==> config.mk <==
export PLATFORM = sky130hd
export DESIGN_NAME = fault_lockup_monitor
export DESIGN_NICKNAME = d
export VERILOG_FILES = /design/src/rtl/fault_pkg.sv /design/src/rtl/fault_capture.sv /design/src/rtl/fault_fsm.sv /design/src/rtl/exc_select.sv /design/src/rtl/fault_lockup_monitor.sv
export SDC_FILE = /design/constraint.sdc
export NUM_CORES = 1
export LEC_CHECK = 0
export ABC_AREA = 1
export BUFFER_PORTS_ARGS = -buffer_cell sky130_fd_sc_hd__buf_4
export CAP_MARGIN = 5
export CORE_AREA = 2 2 39 41
export CTS_BUF_LIST = sky130_fd_sc_hd__clkbuf_16
export DETAILED_ROUTE_END_ITERATION = 7
export DIE_AREA = 0 0 41 43
export GPL_ROUTABILITY_DRIVEN = 0
export PLACE_DENSITY = 0.58
export SLEW_MARGIN = 20
export SYNTH_ARGS = -nofsm -noshare
export SYNTH_HDL_FRONTEND = slang
export SYNTH_HIERARCHICAL = 1
export SYNTH_SLANG_ARGS = --single-unit
==> constraint.sdc <==
create_clock -name clk -period 2.2 [get_ports clk]
set_clock_uncertainty 0.15 [all_clocks]
set_input_delay 0.33 -clock clk [delete_from_list [all_inputs] [get_ports clk]]
set_output_delay 0.33 -clock clk [all_outputs]
set_load 0.02 [all_outputs]
==> src/rtl/fault_pkg.sv <==
package fault_pkg;

    localparam int unsigned FLT_CAUSES = 6;

    localparam int unsigned FLT_UNDEF   = 0;
    localparam int unsigned FLT_UNALIGN = 1;
    localparam int unsigned FLT_BUSERR  = 2;
    localparam int unsigned FLT_XNEVER  = 3;
    localparam int unsigned FLT_SVCPRI  = 4;
    localparam int unsigned FLT_BKPT    = 5;

    typedef enum logic [1:0] {
        CTX_THREAD  = 2'd0,
        CTX_HANDLER = 2'd1,
        CTX_NMI     = 2'd2,
        CTX_HARD    = 2'd3
    } ctx_e;

    typedef enum logic [1:0] {
        ST_RUN     = 2'd0,
        ST_HF_PEND = 2'd1,
        ST_LOCKED  = 2'd2
    } mon_state_e;

    typedef enum logic [1:0] {
        EXC_NONE = 2'd0,
        EXC_IRQ  = 2'd1,
        EXC_HARD = 2'd2,
        EXC_NMI  = 2'd3
    } exc_e;

    // A context in which a fault cannot be turned into a new exception.
    function automatic logic ctx_escalates(input ctx_e c);
        return (c == CTX_NMI) || (c == CTX_HARD);
    endfunction

endpackage

==> src/rtl/fault_capture.sv <==
module fault_capture #(
    parameter int unsigned N_CAUSE = 6
) (
    input  logic               clk,
    input  logic               rst_n,
    input  logic [N_CAUSE-1:0] fault_i,
    input  logic               accept_i,
    output logic               any_fault_o,
    output logic [N_CAUSE-1:0] cause_q_o
);

    assign any_fault_o = |fault_i;

    // Every cause present in the accepting cycle is recorded together.
    always_ff @(posedge clk or negedge rst_n) begin
        if (!rst_n) begin
            cause_q_o <= '0;
        end else if (accept_i && any_fault_o) begin
            cause_q_o <= fault_i;
        end
    end

endmodule

==> src/rtl/fault_fsm.sv <==
module fault_fsm
    import fault_pkg::*;
(
    input  logic clk,
    input  logic rst_n,
    input  logic any_fault_i,
    input  ctx_e ctx_i,
    input  logic nmi_i,
    output logic hf_req_o,
    output logic locked_o
);

    mon_state_e state_q;
    mon_state_e state_d;

    always_comb begin
        state_d = state_q;
        unique case (state_q)
            ST_RUN: begin
                if (any_fault_i) begin
                    state_d = ctx_escalates(ctx_i) ? ST_LOCKED : ST_HF_PEND;
                end
            end
            ST_HF_PEND: begin
                if (any_fault_i && ctx_escalates(ctx_i)) begin
                    state_d = ST_LOCKED;
                end else if (!any_fault_i && ctx_i == CTX_HARD) begin
                    state_d = ST_RUN;
                end
            end
            ST_LOCKED: begin
                if (nmi_i) begin
                    state_d = ST_RUN;
                end
            end
            default: state_d = ST_RUN;
        endcase
    end

    always_ff @(posedge clk or negedge rst_n) begin
        if (!rst_n) begin
            state_q <= ST_RUN;
        end else begin
            state_q <= state_d;
        end
    end

    always_comb begin
        hf_req_o = 1'b0;
        locked_o = 1'b0;
        unique case (state_q)
            ST_RUN:     ;
            ST_HF_PEND: hf_req_o = 1'b1;
            ST_LOCKED:  locked_o = 1'b1;
            default:    ;
        endcase
    end

endmodule

==> src/rtl/exc_select.sv <==
module exc_select
    import fault_pkg::*;
(
    input  logic nmi_i,
    input  logic hf_req_i,
    input  logic irq_pend_i,
    input  logic locked_i,
    output exc_e sel_o
);

    always_comb begin
        if (nmi_i) begin
            sel_o = EXC_NMI;
        end else if (hf_req_i) begin
            sel_o = EXC_HARD;
        end else if (irq_pend_i && !locked_i) begin
            sel_o = EXC_IRQ;
        end else begin
            sel_o = EXC_NONE;
        end
    end

endmodule

==> src/rtl/fault_lockup_monitor.sv <==
module fault_lockup_monitor
    import fault_pkg::*;
#(
    parameter int unsigned N_CAUSE = FLT_CAUSES
) (
    input  logic               clk,
    input  logic               rst_n,
    input  logic [N_CAUSE-1:0] fault_i,
    input  logic [1:0]         ctx_i,
    input  logic               nmi_i,
    input  logic               irq_pend_i,
    output logic               hf_req_o,
    output logic [N_CAUSE-1:0] cause_o,
    output logic               lockup_o,
    output logic [1:0]         exc_sel_o
);

    logic any_fault;
    logic locked;
    logic hf_req;
    exc_e sel;

    fault_capture #(.N_CAUSE(N_CAUSE)) u_capture (
        .clk        (clk),
        .rst_n      (rst_n),
        .fault_i    (fault_i),
        .accept_i   (!locked),
        .any_fault_o(any_fault),
        .cause_q_o  (cause_o)
    );

    fault_fsm u_fsm (
        .clk        (clk),
        .rst_n      (rst_n),
        .any_fault_i(any_fault),
        .ctx_i      (ctx_e'(ctx_i)),
        .nmi_i      (nmi_i),
        .hf_req_o   (hf_req),
        .locked_o   (locked)
    );

    exc_select u_sel (
        .nmi_i     (nmi_i),
        .hf_req_i  (hf_req),
        .irq_pend_i(irq_pend_i),
        .locked_i  (locked),
        .sel_o     (sel)
    );

    assign hf_req_o  = hf_req;
    assign lockup_o  = locked;
    assign exc_sel_o = sel;

endmodule

==> impl_metrics.tcl <==
set metrics [dict create \
    synth-main-ff-cell "dfrtp_1" \
    cts_buffers 3 \
    setup.worst_path.end_class "output pin" \
    synth_edf_count 0 \
    core_region_area_um2 1380 \
    hold_viol_final 0 \
    grt_start_max_net_pins 9 \
    relSlewSlack_pct 82.5 \
    p_int_mw 0.630 \
    io_buffers 21 \
    htree_levels 1 \
    powerDensity_nw_per_um2 1470 \
    max_stage_delay_ns 0.42 \
    crit_chain "inv_1 > nor2_1 > inv_1 > nand3_2 > nand2_1 > buf_4" \
    grt_setup_unrepaired "false" \
    route.met2.wl_um 431 \
    power.switching_mw 0.383 \
    drt_first_pass_iters 4 \
    slowest_stage "dfrtp_1" \
    p_leak_nw 0.390 \
    fin_setup_tns_ns 0 \
    die_w_um 41 \
    finalMaxSlewViolations 0 \
    p_clk_share_pct 30.4 \
    cap_violations 0 \
    synthArstFlopShare_pct 100 \
    drtAntennaViolNets 0 \
    crit_start "u_fsm/state_q[1]$_DFFE_PN0P_" \
    synth.avg_cell_area_um2 7.38 \
    multi_input_area_um2 190 \
    postSynthCellCount 58 \
    antenna_cells 0 \
    min_period_over_period_pct 76.7 \
    nFillCells 147 \
    start_kind "flip-flop" \
    drc 0 \
    place.detailed.hpwl_um 729 \
    finalSetupViolCount 0 \
    layout.nets 97 \
    worstHoldStart "fault_i[5]" \
    synth.most_common_cell "nand2_1" \
    run_status "finished, final reports clean" \
    yosys-top-cells-area "dfrtp_1 47%, nand2_1 20%, inv_1 7.9%, nand3_1 5.8%, nand3_2 4.7%" \
    m1WireLength_um 405 \
    yosysTopAreaCellShare_pct 46.8 \
    ys_seq_elements 8 \
    route.met3.wl_um 101 \
    seq_power_share_pct 26.4 \
    cts.path.max_buffers 2 \
    fin_crit_ns 1.69 \
    cts_tree "done" \
    synth_area_um2 428 \
    grt_pass1_wl_mm 1.66 \
    cp.arrival_ns 1.21 \
    viasPerCell 4.30 \
    seq_area_um2 200 \
    die_h_um 43 \
    grt-ovfl-total 0 \
    seq_area_frac_synth_pct 46.8 \
    pwr-share-comb_pct 43.2 \
    first_iter_violations 4 \
    path_class "reg2out" \
    ir_drop_mv 0.866 \
    area_growth_pct 61.4 \
    cts_sinks 8 \
    drt_wl_total_um 938 \
    post_dp_cell_area_um2 606 \
    fmax_mhz 593 \
    cts_root_buf "clkbuf_16" \
    grt_pass1_vias 392 \
    ys.warnings.count 6 \
    cpMostUsedCell "inv_1" \
    stdcell_area_um2 691 \
    synth_cell_types 12 \
    initial_core_util_pct 30.9 \
    route.top_layer_used "met3" \
    worstPathRequired_ns 1.72 \
    drive_gt1_share_pct 36.1 \
    synth_area_leader_cell "dfrtp_1" \
    num_io_pins 22 \
    synth_nets 70 \
    hp-class "in2reg" \
    r2r-start "u_fsm/state_q[1]$_DFFE_PN0P_" \
    die-area_um2 1760 \
    track_usage_pct 14.4 \
    cp_max_fo 4 \
    cts_resized 0 \
    rows 14 \
    clk_latency_ns 0.23 \
    clk_pin_slew_ns 0.04 \
    netlist_top_cells_count "23 x nand2_1, 9 x inv_1, 8 x dfrtp_1" \
    wl_per_cell_um 9.47 \
    tightest_slew_ns 0.262 \
    via_count 426 \
    antenna_found_initial 0 \
    netSwitchingFraction_pct 37.8 \
]
## power groups by stage
stage / sequential [mW] / combinational, mW / clock (mW)
after detailed placement: 0.268 / 0.442 / 0
after global routing: 0.278 / 0.484 / 0.321
after CTS: 0.269 / 0.445 / 0.309
final: 0.267 / 0.437 / 0.308
after floorplan: 0.332 / 0.198 / 0
after global placement: 0.268 / 0.440 / 0
## critical path, delay by kind of cell, from the launching register on
family,cells,cell delay [ns]
DFF,1,0.42
buffers and inverters,3,0.29
and+or+nand+nor,3,0.27
## final cells by class
type                    count  area share (%)
clock buffers               3            10.9
inverters                  10            5.43
multi-input cells          40            27.5
flip-flops and latches      8            29.0
well taps                  16            2.90
repair buffers             22            24.3
## layer usage
layer  vias up  track usage (%)
li1        226                -
met1       181             20.5
met2        19             18.1
met3         0             9.95
met4         0             2.00
met5         -                0
## state kept, by name, summed over array words and instances, names as in the netlist
signal               count
u_capture/cause_q_o      6
u_fsm/state_q            2
## placed cells by master (no fill, tap or decap)
master | Yosys | routed
nand3_1 | 5 | 5
nor2_2 | 1 | 1
dlygate4sd3_1 | 0 | 1
nand2_1 | 23 | 23
inv_2 | 1 | 1
a21oi_1 | 2 | 2
dfrtp_1 | 8 | 8
nor2_1 | 4 | 4
o21ai_0 | 1 | 1
buf_4 | 0 | 21
clkbuf_16 | 0 | 3
inv_1 | 9 | 9
nand3_2 | 2 | 2
nand2_4 | 1 | 1
nor2_4 | 1 | 1
## per-stage QoR
step | cells | setup WS, ns | hold slack (ns) | util, % | power (mW)
finish | 99 | 0.514 | 0.153 | 49.9 | 1.01
CTS | 99 | 0.491 | 0.153 | 49.9 | 1.02
floorplan | 58 | 0.618 | -0.116 | - | 0.530
global route | 99 | 0.436 | 0.164 | 49.9 | 1.08
global placement | 95 | 0.763 | 0.00558 | 43.8 | 0.708
detailed placement | 95 | 0.739 | 0.00509 | 43.8 | 0.710
## path summary, 6_finish.rpt
kind	endpoint	slack, ns	cells after the start
setup / recovery	exc_sel_o[0]	0.51	6
hold / removal	u_capture/cause_q_o[5]$_DFFE_PN0P_	0.15	3
setup reg to reg	u_capture/cause_q_o[4]$_DFFE_PN0P_	0.90	6
hold reg to reg	u_capture/cause_q_o[3]$_DFFE_PN0P_	0.32	2
max in group asynchronous	u_fsm/state_q[0]$_DFFE_PN0P_	1.48	2
min in group asynchronous	u_capture/cause_q_o[0]$_DFFE_PN0P_	0.29	2
## timing repair
item	4_1_cts	5_1_grt
setup buffers	0	0
hold buffers	1	0
hold endpoints to repair	8	0
## cells by family (layout without fill, tap and decap cells)
family                 after synthesis  after routing  synth area share [%]
buffers and inverters               10             35                  8.77
AO/OA/AOI/OAI                        3              3                  3.51
AND/OR/NAND/NOR                     37             37                  40.9
flip-flops                           8              8                  46.8
Power figures use the tool's default switching activity.
